===== src/rtl/sld_pkg.sv =====
package sld_pkg;
    localparam int unsigned SLD_WIDTH_DEF = 32;
    localparam int unsigned SLD_SYNC_DEF  = 2;

    typedef enum logic {
        SHIFT_UP   = 1'b0,
        SHIFT_DOWN = 1'b1
    } shift_dir_e;
endpackage


===== src/rtl/sld_sync.sv =====
module sld_sync #(
    parameter int unsigned W      = 3,
    parameter int unsigned STAGES = 2
) (
    input  logic         clk,
    input  logic         rst,
    input  logic [W-1:0] async_i,
    output logic [W-1:0] sync_o
);
    typedef struct packed {
        logic [STAGES-1:0][W-1:0] pipe;
    } sync_st_t;

    sync_st_t st_d, st_q;

    always_comb begin
        st_d         = st_q;
        st_d.pipe[0] = async_i;
        for (int i = 1; i < STAGES; i++) begin
            st_d.pipe[i] = st_q.pipe[i-1];
        end
        if (rst) begin
            st_d = '0;
        end
    end

    always_ff @(posedge clk) begin
        st_q <= st_d;
    end

    assign sync_o = st_q.pipe[STAGES-1];
endmodule


===== src/rtl/sld_shift_core.sv =====
module sld_shift_core
    import sld_pkg::*;
#(
    parameter int unsigned W = 32
) (
    input  logic         clk,
    input  logic         rst,
    input  logic         sclk_s,
    input  logic         sdata_s,
    input  logic         dir_rev_i,
    output logic         fall_o,
    output logic [W-1:0] bits_o,
    output logic         cascade_o
);
    typedef struct packed {
        logic         sclk_prev;
        logic [W-1:0] bits;
    } core_st_t;

    core_st_t   st_d, st_q;
    shift_dir_e dir;
    logic       fall;

    assign dir  = shift_dir_e'(dir_rev_i);
    assign fall = st_q.sclk_prev & ~sclk_s;

    always_comb begin
        st_d           = st_q;
        st_d.sclk_prev = sclk_s;
        if (fall) begin
            if (dir == SHIFT_DOWN) begin
                st_d.bits = {sdata_s, st_q.bits[W-1:1]};
            end else begin
                st_d.bits = {st_q.bits[W-2:0], sdata_s};
            end
        end
        if (rst) begin
            st_d = '0;
        end
    end

    always_ff @(posedge clk) begin
        st_q <= st_d;
    end

    assign fall_o    = fall;
    assign bits_o    = st_q.bits;
    assign cascade_o = (dir == SHIFT_DOWN) ? st_q.bits[0] : st_q.bits[W-1];
endmodule


===== src/rtl/sld_hold.sv =====
module sld_hold #(
    parameter int unsigned W = 32
) (
    input  logic         clk,
    input  logic         rst,
    input  logic         le_s,
    input  logic [W-1:0] shift_i,
    output logic [W-1:0] hold_o
);
    typedef struct packed {
        logic [W-1:0] hold;
    } hold_st_t;

    hold_st_t st_d, st_q;

    always_comb begin
        st_d = st_q;
        if (le_s) begin
            st_d.hold = shift_i;
        end
        if (rst) begin
            st_d = '0;
        end
    end

    always_ff @(posedge clk) begin
        st_q <= st_d;
    end

    assign hold_o = st_q.hold;
endmodule


===== src/rtl/sld_out_stage.sv =====
module sld_out_stage #(
    parameter int unsigned W = 32
) (
    input  logic         clk,
    input  logic         rst,
    input  logic [W-1:0] hold_i,
    input  logic         blank_n_i,
    input  logic         pol_i,
    output logic [W-1:0] drive_o
);
    typedef struct packed {
        logic [W-1:0] drive;
    } out_st_t;

    out_st_t      st_d, st_q;
    logic [W-1:0] cell_d;

    for (genvar i = 0; i < W; i++) begin : g_cell
        logic shown;
        assign shown     = hold_i[i] & blank_n_i;
        assign cell_d[i] = pol_i ? shown : ~shown;
    end

    always_comb begin
        st_d       = st_q;
        st_d.drive = cell_d;
        if (rst) begin
            st_d = '0;
        end
    end

    always_ff @(posedge clk) begin
        st_q <= st_d;
    end

    assign drive_o = st_q.drive;
endmodule


===== src/rtl/shift_latch_drv.sv =====
module shift_latch_drv
    import sld_pkg::*;
#(
    parameter int unsigned WIDTH       = SLD_WIDTH_DEF,
    parameter int unsigned SYNC_STAGES = SLD_SYNC_DEF
) (
    input  logic             clk,
    input  logic             rst,
    input  logic             sclk_i,
    input  logic             sdata_i,
    input  logic             latch_i,
    input  logic             blank_n_i,
    input  logic             pol_i,
    input  logic             dir_rev_i,
    output logic [WIDTH-1:0] drive_o,
    output logic             cascade_o
);
    localparam int unsigned NSYNC = 3;

    logic [NSYNC-1:0] raw_in, synced;
    logic             sclk_sync, sdata_sync, le_sync;
    logic             sclk_fall;
    logic [WIDTH-1:0] shift_bits;
    logic [WIDTH-1:0] hold_bits;

    assign raw_in = {latch_i, sdata_i, sclk_i};

    sld_sync #(.W(NSYNC), .STAGES(SYNC_STAGES)) sync_i (
        .clk     (clk),
        .rst     (rst),
        .async_i (raw_in),
        .sync_o  (synced)
    );

    assign sclk_sync  = synced[0];
    assign sdata_sync = synced[1];
    assign le_sync    = synced[2];

    sld_shift_core #(.W(WIDTH)) core_i (
        .clk       (clk),
        .rst       (rst),
        .sclk_s    (sclk_sync),
        .sdata_s   (sdata_sync),
        .dir_rev_i (dir_rev_i),
        .fall_o    (sclk_fall),
        .bits_o    (shift_bits),
        .cascade_o (cascade_o)
    );

    sld_hold #(.W(WIDTH)) hold_i (
        .clk     (clk),
        .rst     (rst),
        .le_s    (le_sync),
        .shift_i (shift_bits),
        .hold_o  (hold_bits)
    );

    sld_out_stage #(.W(WIDTH)) out_i (
        .clk       (clk),
        .rst       (rst),
        .hold_i    (hold_bits),
        .blank_n_i (blank_n_i),
        .pol_i     (pol_i),
        .drive_o   (drive_o)
    );
endmodule


===== config.mk =====
export PLATFORM = sky130hd
export DESIGN_NAME = shift_latch_drv
export DESIGN_NICKNAME = d
export VERILOG_FILES = /design/src/rtl/sld_pkg.sv /design/src/rtl/sld_sync.sv /design/src/rtl/sld_shift_core.sv /design/src/rtl/sld_hold.sv /design/src/rtl/sld_out_stage.sv /design/src/rtl/shift_latch_drv.sv
export SDC_FILE = /design/constraint.sdc
export NUM_CORES = 1
export LEC_CHECK = 0
export BUFFER_PORTS_ARGS = -buffer_cell sky130_fd_sc_hd__buf_4
export CAP_MARGIN = 20
export CORE_ASPECT_RATIO = 0.9
export CORE_MARGIN = 1
export CORE_UTILIZATION = 45
export DETAILED_ROUTE_END_ITERATION = 10
export GPL_TIMING_DRIVEN = 0
export PLACE_DENSITY = 0.73
export SYNTH_ARGS = -nofsm -noshare
export SYNTH_HDL_FRONTEND = slang
export SYNTH_SLANG_ARGS = --single-unit

===== constraint.sdc =====
create_clock -name clk -period 1 [get_ports clk]
set_input_delay 0.15 -clock clk [delete_from_list [all_inputs] [get_ports clk]]
set_output_delay 0.15 -clock clk [all_outputs]
set_load 0.03 [all_outputs]

==> results of run 1 <==
[registers in the layout, indices dropped and copies added (netlist names)]
signal,cells
sync_i.sync_o,3
out_i.drive_o,32
core_i.bits_o,32
sync_i.st_q,3
core_i.st_q,1
hold_i.hold_o,32
[cell families (layout without fill, tap and decap cells)]
family,Yosys count,after routing,share of synthesized area
AO/OA/AOI/OAI,32,32,0.0623
multiplexers,65,65,0.162
XOR/XNOR,32,32,0.0698
buffers and inverters,33,105,0.0589
flip-flops,103,103,0.514
AND/OR/NAND/NOR,136,136,0.133
[metal layers]
metal  GRT usage  share of wire  up-vias  routed length, um
li1            -              -     1449                  -
met1       0.251           0.45     1431               3920
met2       0.336           0.49       66               4320
met3      0.0462          0.036       16                312
met4      0.0785          0.022        0                189
met5           0              0        -                  0
[per-stage QoR]
stage                      util  instance area, um2  setup TNS (ns)  hold slack (ns)
final                     0.643                5540           -3.64          0.00766
after global routing      0.643                5540           -5.86           0.0366
after CTS                 0.617                5310           -3.91           0.0112
after detailed placement  0.516                4440           -5.34            0.370
after global placement    0.516                4440           -4.03            0.360
after floorplan               -                4010               0            0.278
[what timing repair did]
item / 4_1_cts / 5_1_grt
endpoints found under the hold margin: 2 / 0
cloned: 7 / 2
pin swaps: 26 / 6
setup buffers: 10 / 6
setup endpoints to repair: 72 / 92
gates resized for setup: 105 / 77
hold buffers: 2 / 0
[cell usage in the layout, fill, tap and decap left out, types with 3 or more instances in the layout]
cell       synthesis  routed
dfxtp_2            0      31
mux2i_1           64      61
nor2_4             0       8
buf_2             12       8
nor2_2             0      16
nor2b_1            7       7
buf_6              2      42
clkbuf_1           5       6
buf_12             3      12
clkbuf_8           0       9
dfxtp_1          103      72
bufinv_16          0       4
buf_4              9      10
a211oi_2           2      32
xnor2_1           32      32
buf_8              0       4
nor2_1            96      72
mux2i_2            0       3
nand2_1           32      32
[power by group through the flow]
stage / registers, mW / logic [mW] / clock network (mW)
2_1_floorplan: 4.53 / 0.442 / 0
3_3_place_gp: 4.40 / 0.791 / 0
3_5_place_dp: 4.40 / 0.807 / 0
4_1_cts: 4.32 / 0.983 / 3.33
5_1_grt: 4.36 / 1.12 / 3.48
6_report: 4.35 / 1.05 / 3.28
[worst paths after layout]
check	startpoint	slack, ns	end	cells past startpoint
worst min-delay path	sclk_i	0.008	sync_i.st_q[0]	2
worst max register to register	core_i.st_q[32]	-0.15	core_i.bits_o[22]	6
worst max-delay path	core_i.bits_o[31]	-0.26	cascade_o	2
worst min register to register	sync_i.st_q[2]	0.44	sync_i.sync_o[2]	1
[final cells by class]
class                           instances  area share
Multi-Input combinational cell        265       0.359
Sequential cell                       103       0.380
Timing Repair Buffer                   59       0.134
Tap cell                              119      0.0269
Clock inverter                          6      0.0240
Buffer                                 30      0.0536
Clock buffer                           10      0.0231
==> impl_metrics.tcl, run 1 <==
set metrics [dict create \
    max_slew_margin 0.543 \
    critPathKind "reg2out" \
    wl_um 8740 \
    gp_congestion 0.757 \
    switchingPower_mw 2.03 \
    htree_num_levels 3 \
    yosysTopAreaCellShare 0.514 \
    start_util 0.466 \
    synthArstFlopShare 0 \
    max_freq_mhz 792 \
    post_synth_num_cell_types 16 \
    clock_sinks 103 \
    synth.ff_latch_count 103 \
    port_buffers 37 \
    clock_latency_ns 0.37 \
    io_pins 41 \
    cp_cell_sequence "mux2_4 -> buf_6" \
    grt_pass1_vias 2910 \
    status "complete, but fails checks" \
    synth_fp_nets 409 \
    p_int_mw 6.65 \
    synthTopCellsByCount "103 x dfxtp_1, 96 x nor2_1, 64 x mux2i_1" \
    crit_fanout 2 \
    arrival_ns 1.11 \
    post-place-ws_ns -0.110 \
    drc 0 \
    drive_gt1_frac 0.395 \
    place_inst 557 \
    critPathTopFamily "flip-flops" \
    cts_buffers 9 \
    period_share 1.26 \
    p_leak_nw 2.10 \
    hpwl_um 4980 \
    powerDensity_mw_per_mm2 1570 \
    worstPathRequired_ns 0.85 \
    antenna_cells 0 \
    min_path_type "in2reg" \
    violations "negative setup slack" \
    slew_violations 0 \
    clk_path_buf_depth 2 \
    fin_cells 592 \
    grt.total_usage 0.202 \
    pwr-share-clk 0.378 \
    core_area_mm2 0.00861 \
    ys.flop_type "dfxtp_1" \
    rsz0062_at_grt "yes" \
    regArea_mm2 0.00210 \
    antenna_found_initial 0 \
    cts_tree "done" \
    gr-total-overflow 0 \
    vias_per_cell 5.00 \
    p_sw_frac 0.233 \
    maxCapViolCount 0 \
    dieArea_mm2 0.00930 \
    ys_warn_count 0 \
    dieHeight_um 91.6 \
    synth_area_mm2 0.00401 \
    nets 476 \
    post-synth-top-count-cell "dfxtp_1" \
    first_pass_iters 4 \
    grt_pass1_wl_um 14500 \
    combPwrFrac 0.121 \
    finalPower_mw 8.68 \
    synth_enable_flop_cells 0 \
    vias 2962 \
    wl_per_cell_um 14.8 \
    multi_input_area_mm2 0.00199 \
    netlist_instances 401 \
    synth-seq-area-share 0.514 \
    die_x_um 102 \
    cp_slowest_cell "dfxtp_2" \
    clock-root-buffer "clkbuf_8" \
    clkTransAtPathRegs_ns 0.09 \
    ir_drop_mv 0.930 \
    cp-end-kind "output pin" \
    nFillCells 649 \
    syn_to_final_growth_pct 37.9 \
    syn-mean-instance-area_um2 10.0 \
    yosysTopAreaCell "dfxtp_1" \
    grt_max_degree 17 \
    cp-start-kind "flop" \
    drt-initial-drc-count 102 \
    synth.top_cells.by_area "dfxtp_1 51%, mux2i_1 16%, nor2_1 9.0%" \
    pwr-share-seq 0.501 \
    drt.antenna.violating_nets 0 \
    rows 32 \
    tightest_slew_ns 0.685 \
    finClkSkew_ns 0.00595 \
    setup_ws_ns -0.262 \
    path_buf_inv 1 \
    setup_viol 41 \
    fin_crit_ns 1.26 \
    hold_viol 0 \
    cp_slowest_stage_delay_ns 0.33 \
]
(Power assumes the default switching activity.)
==> run 2: changes to the inputs <==
--- a/config.mk
+++ b/config.mk
@@ -12,7 +12,7 @@
 export CORE_UTILIZATION = 45
 export DETAILED_ROUTE_END_ITERATION = 10
 export GPL_TIMING_DRIVEN = 0
-export PLACE_DENSITY = 0.73
+export PLACE_DENSITY = 0.7
 export SYNTH_ARGS = -nofsm -noshare
 export SYNTH_HDL_FRONTEND = slang
 export SYNTH_SLANG_ARGS = --single-unit
==> constraint.sdc (replaced) <==
create_clock -name clk -period 1 [get_ports clk]
set_input_delay 0 -clock clk [delete_from_list [all_inputs] [get_ports clk]]
set_output_delay 0 -clock clk [all_outputs]
set_load 0.03 [all_outputs]
==> run 2 against run 1 <==
Compared with the run above:
- the run still ends with negative setup slack left
- wire length shrank 12%
- setup slack better by 0.17 ns
- largest cell class unchanged
- clock skew increased by 0.0047 ns
- highest routed layer unchanged
==> impl_metrics.tcl, run 2 (synthesis results as in run 1) <==
set metrics [dict create \
    status "complete, but fails checks" \
    violations "negative setup slack" \
    antenna_found_initial 0 \
    gr-total-overflow 0 \
    drive_gt1_frac 0.280 \
    grt_pass1_vias 2727 \
    slew_violations 0 \
    final_cell_mix "98 x dfxtp_1, 82 x nor2_1, 63 x mux2i_1" \
    finClkSkew_ns 0.0107 \
    clock_latency_ns 0.36 \
    cp-end-kind "output pin" \
    worstPathRequired_ns 1.00 \
    placement.cell_area_mm2 0.00444 \
    post-place-ws_ns -0.130 \
    period_share 1.09 \
    io_pins 41 \
    syn_to_final_growth_pct 25.7 \
    whs_ns 0.0136 \
    rows 32 \
    nets 472 \
    antenna_cells 0 \
    dieHeight_um 91.6 \
    clk_path_buf_depth 2 \
    nFillCells 734 \
    die_x_um 102 \
    cts_tree "done" \
    arrival_ns 1.09 \
    route.met2.wl_um 3770 \
    wl_met3_um 272 \
    fin_cells 587 \
    critPathKind "reg2out" \
    drc 0 \
    port_buffers 37 \
    clock_sinks 103 \
    cp_cell_sequence "mux2_4 -> buf_6" \
    tightest_slew_ns 0.626 \
    multi_input_area_mm2 0.00186 \
    p_leak_nw 1.94 \
    first_pass_iters 5 \
    setup_viol 39 \
    drt-initial-drc-count 81 \
    critPathTopFamily "flip-flops" \
    hpwl_um 4890 \
    dieArea_mm2 0.00930 \
    cp_slowest_stage_delay_ns 0.33 \
    gp_congestion 0.774 \
    highest_layer "met4" \
    regArea_mm2 0.00207 \
    vias 2808 \
    met1_length_um 3620 \
    finalPower_mw 7.47 \
    crit_fanout 2 \
    cp_slowest_cell "dfxtp_2" \
    final_area_mm2 0.00504 \
    htree_num_levels 3 \
    wl_per_cell_um 13.2 \
    setup_ws_ns -0.0932 \
    rsz0062_at_grt "yes" \
    min_path_type "in2reg" \
    drt.antenna.violating_nets 0 \
    cp-start-kind "flop" \
    grt_pass1_wl_um 12800 \
    clock-root-buffer "clkbuf_8" \
    grt_max_degree 17 \
    grt.total_usage 0.175 \
    start_util 0.466 \
    powerDensity_mw_per_mm2 1480 \
    hold_viol 0 \
    final_common_cell "dfxtp_1" \
    vias_per_cell 4.78 \
    place_inst 557 \
    clkTransAtPathRegs_ns 0.09 \
    wl_um 7730 \
    fin_crit_ns 1.09 \
    maxCapViolCount 0 \
    max_freq_mhz 915 \
    ir_drop_mv 0.931 \
    max_slew_margin 0.583 \
    path_buf_inv 1 \
    core_area_mm2 0.00861 \
    cts_buffers 9 \
]
-- run 2: changes by cell type in the layout (fill, tap and decap cells not counted), moves of 4 or more --
cell	change
nor2_1	+10
buf_6	-34
buf_12	-5
bufinv_16	-4
dfxtp_2	-26
nor2_4	-6
a211oi_2	-12
a211oi_1	+12
nor2_2	-4
buf_4	+34
dfxtp_1	+26
-- run 2: power breakdown --
group	switching [mW]	internal [mW]
clock network	1.35	0.881
registers	0.0766	4.24
logic	0.514	0.414
total	1.94	5.53
-- run 2: worst reg2reg max path: cells and delay by family, from the launching register on --
kind	cells	cell delay, ns
buffers and inverters	2	0.29
DFF	1	0.32
AOI/OAI and AO/OA	1	0.21
and+or+nand+nor	2	0.19
-- run 2: worst paths after layout --
path / start / to / slack, ns / depth (start not counted)
max: core_i.bits_o[31] / cascade_o / -0.09 / 2
min: pol_i / out_i.drive_o[0] / 0.01 / 3
max reg2reg: core_i.st_q[32] / core_i.bits_o[7] / -0.07 / 5
min reg2reg: sync_i.st_q[2] / sync_i.sync_o[2] / 0.44 / 1
-- run 2: what timing repair did --
item / CTS / global route
gates cloned: 3 / 4
endpoints found under the hold margin: 5 / 0
gates resized for setup: 46 / 24
hold buffers: 4 / 0
setup endpoints to repair: 63 / 63
pin swaps: 20 / 10
setup buffers: 2 / 2
-- run 2: final cells by class --
| class | count | area share |
|---|---|---|
| Clock inverter | 6 | 0.00769 |
| Buffer | 33 | 0.0640 |
| Multi-Input combinational cell | 265 | 0.369 |
| Timing Repair Buffer | 52 | 0.0950 |
| Clock buffer | 9 | 0.0246 |
| Tap cell | 119 | 0.0295 |
| Sequential cell | 103 | 0.410 |
-- run 2: per-stage QoR --
step	TNS, ns	util
global route	-4.22	0.586
finish	-0.913	0.586
floorplan	0	-
detailed placement	-4.71	0.516
global placement	-3.29	0.516
CTS	-1.08	0.562
-- run 2: metal layers --
metal | up-vias | global-route usage
li1 | 1442 | -
met2 | 49 | 0.296
met3 | 10 | 0.0454
met4 | 0 | 0.0447
met5 | - | 0
met1 | 1307 | 0.219
==> run 3: changes to the inputs <==
--- a/config.mk
+++ b/config.mk
@@ -5,6 +5,7 @@
 export SDC_FILE = /design/constraint.sdc
 export NUM_CORES = 1
 export LEC_CHECK = 0
+export ABC_AREA = 1
 export BUFFER_PORTS_ARGS = -buffer_cell sky130_fd_sc_hd__buf_4
 export CAP_MARGIN = 20
 export CORE_ASPECT_RATIO = 0.9
@@ -16,3 +17,4 @@
 export SYNTH_ARGS = -nofsm -noshare
 export SYNTH_HDL_FRONTEND = slang
 export SYNTH_SLANG_ARGS = --single-unit
+export TNS_END_PERCENT = 50
==> run 3 against run 2 <==
Compared with the run above:
- the run still ends with negative setup slack left
- wire length rose by 26%
- area after synthesis rose by 9.1%
- register-to-register slack improved by 0.03 ns
- synthesized cell count rose by 62%
- cell count rose by 43%
- core utilization fell by 1.4 points
- total power rose by 5.3%
- global-route usage rose by 3.2 points
- clock-buffer cell count rose by 2
- sequential share of layout area fell by 2.1 points
- final area rose by 5.4%
- largest cell class unchanged
- highest routed layer unchanged
==> impl_metrics.tcl, run 3 <==
set metrics [dict create \
    synth-seq-area-share 0.471 \
    cp_slowest_cell "dfxtp_2" \
    syn_to_final_growth_pct 21.4 \
    start_util 0.471 \
    clock_latency_ns 0.36 \
    dieHeight_um 95.6 \
    hold_viol 0 \
    port_buffers 37 \
    tightest_slew_ns 0.395 \
    vias 3986 \
    synthArstFlopShare 0 \
    final_cell_mix "213 x nand2_1, 99 x dfxtp_1, 69 x inv_1" \
    setup_viol 24 \
    path_buf_inv 3 \
    violations "negative setup slack" \
    gp_congestion 0.820 \
    grt.total_usage 0.207 \
    hpwl_um 6520 \
    drive_gt1_frac 0.197 \
    worstPathRequired_ns 1.26 \
    cp-end-kind "flop" \
    ys_warn_count 0 \
    fin_crit_ns 1.04 \
    cp_cell_sequence "inv_2 -> nor2_4 -> buf_12 -> buf_8 -> nand2_2 -> nor2_2 -> nor2_1" \
    final_common_cell "nand2_1" \
    critPathKind "reg2reg" \
    cp_slowest_stage_delay_ns 0.34 \
    hold_start "pol_i" \
    wl_um 9760 \
    drc 0 \
    first_pass_iters 4 \
    rows 33 \
    die_x_um 106 \
    dieArea_mm2 0.0101 \
    maxCapViolCount 0 \
    clock_sinks 103 \
    clk_path_buf_depth 2 \
    post-place-ws_ns -0.147 \
    antenna_found_initial 0 \
    htree_num_levels 3 \
    reg2reg_from "core_i.st_q[32]" \
    vias_per_cell 4.76 \
    finalPower_mw 7.86 \
    ir_drop_mv 0.939 \
    cts_tree "done" \
    postLayoutCoreUtil 0.572 \
    grt_max_degree 18 \
    rsz0062_at_grt "yes" \
    powerDensity_mw_per_mm2 1480 \
    cp-start-kind "flop" \
    placement.cell_area_mm2 0.00481 \
    final_area_mm2 0.00532 \
    syn-mean-instance-area_um2 6.75 \
    ys.flop_type "dfxtp_1" \
    nets 718 \
    yosysTopAreaCell "dfxtp_1" \
    core_area_mm2 0.00929 \
    synth.top_cells.by_area "dfxtp_1 47%, nand2_1 19%, a21oi_1 7.3%" \
    post_synth_num_cell_types 16 \
    grt_pass1_vias 3652 \
    setup_ws_ns -0.0416 \
    io_pins 41 \
    synth.ff_latch_count 103 \
    max_freq_mhz 960 \
    drt.antenna.violating_nets 0 \
    yosysTopAreaCellShare 0.471 \
    slew_violations 0 \
    clock-root-buffer "clkbuf_8" \
    antenna_cells 0 \
    drt-initial-drc-count 226 \
    arrival_ns 1.30 \
    critPathTopFamily "flip-flops" \
    netlist_instances 649 \
    cts_buffers 9 \
    gr-total-overflow 0 \
    min_path_type "in2reg" \
    grt_pass1_wl_um 16600 \
    wl_per_cell_um 11.7 \
    period_share 1.04 \
    status "complete, but fails checks" \
    crit_fanout 7 \
    post-synth-top-count-cell "nand2_1" \
    synth_fp_nets 657 \
    crit_start "core_i.st_q[32]" \
    nFillCells 884 \
    synth_area_mm2 0.00438 \
    p_leak_nw 2.61 \
    synthTopCellsByCount "226 x nand2_1, 103 x dfxtp_1, 72 x inv_1" \
    max_slew_margin 0.737 \
    synth_enable_flop_cells 0 \
    clkTransAtPathRegs_ns 0.09 \
    finClkSkew_ns 0.0122 \
]
-- run 3: cell count changes after synthesis, sizes merged --
cell / delta
nand2: +194
inv: +75
a21oi: +64
mux2i: -64
o21ai: +33
a211oi: -32
nand3: +32
xnor2: -32
nor2: -24
buf: +10
nor2b: -8
clkbuf: +1
mux2: -1
-- run 3: final timing paths --
| kind | slack, ns | end | cells past startpoint |
|---|---|---|---|
| setup / recovery | -0.04 | core_i.bits_o[3] | 7 |
| hold / removal | 0.01 | out_i.drive_o[1] | 3 |
| setup reg to reg | -0.04 | core_i.bits_o[3] | 7 |
| hold reg to reg | 0.40 | sync_i.sync_o[0] | 2 |
-- run 3: cell type report --
class	instances	area (um2)	area share
sequential	103	2070	0.389
multi-input combinational	427	1900	0.358
timing repair buffer	50	419	0.0788
buffer	44	307	0.0577
inverter	75	284	0.0534
tap	122	153	0.0287
clock buffer	11	141	0.0266
clock inverter	5	41.3	0.00777
-- run 3: report_power, final --
part / total [mW] / internal (mW) / switching [mW]
Sequential: 4.41 / 4.30 / 0.107
Combinational: 1.04 / 0.382 / 0.657
Clock: 2.41 / 0.993 / 1.42
-- run 3: stage by stage --
stage                     hold WS, ns  std cells  setup TNS, ns
after floorplan                 0.107        649              0
after CTS                     0.00234        836         -0.579
after global placement          0.201        808          -4.44
after global routing           0.0197        837          -2.43
after detailed placement        0.206        808          -5.38
final                          0.0137        837         -0.431
-- run 3: per-layer routing --
layer  global-route usage  up-vias  routed length, um
met1                0.261     1783               4690
met2                0.358       95               4500
met3               0.0403       12                468
li1                     -     2096                  -
met4               0.0671        0                108
met5                    0        -                  0
-- run 3: kinds of logic (layout without fill, tap and decap cells) --
logic type	after synthesis	in the layout	synth area share
AOI/OAI and AO/OA	97	97	0.111
buffers and inverters	119	185	0.126
DFF	103	103	0.471
and+or+nand+nor	330	330	0.293
-- run 3: what timing repair did --
action,CTS,global route
pin swaps,4,22
setup buffers,4,1
hold buffers,5,0
endpoints found under the hold margin,6,0
setup endpoints to repair,55,60
gates cloned,3,0
resized for setup,29,50
-- run 3: worst min-delay path, stage by stage --
cell     delay [ns]
buf_2          0.15
nand3_1        0.09
a21oi_1        0.08
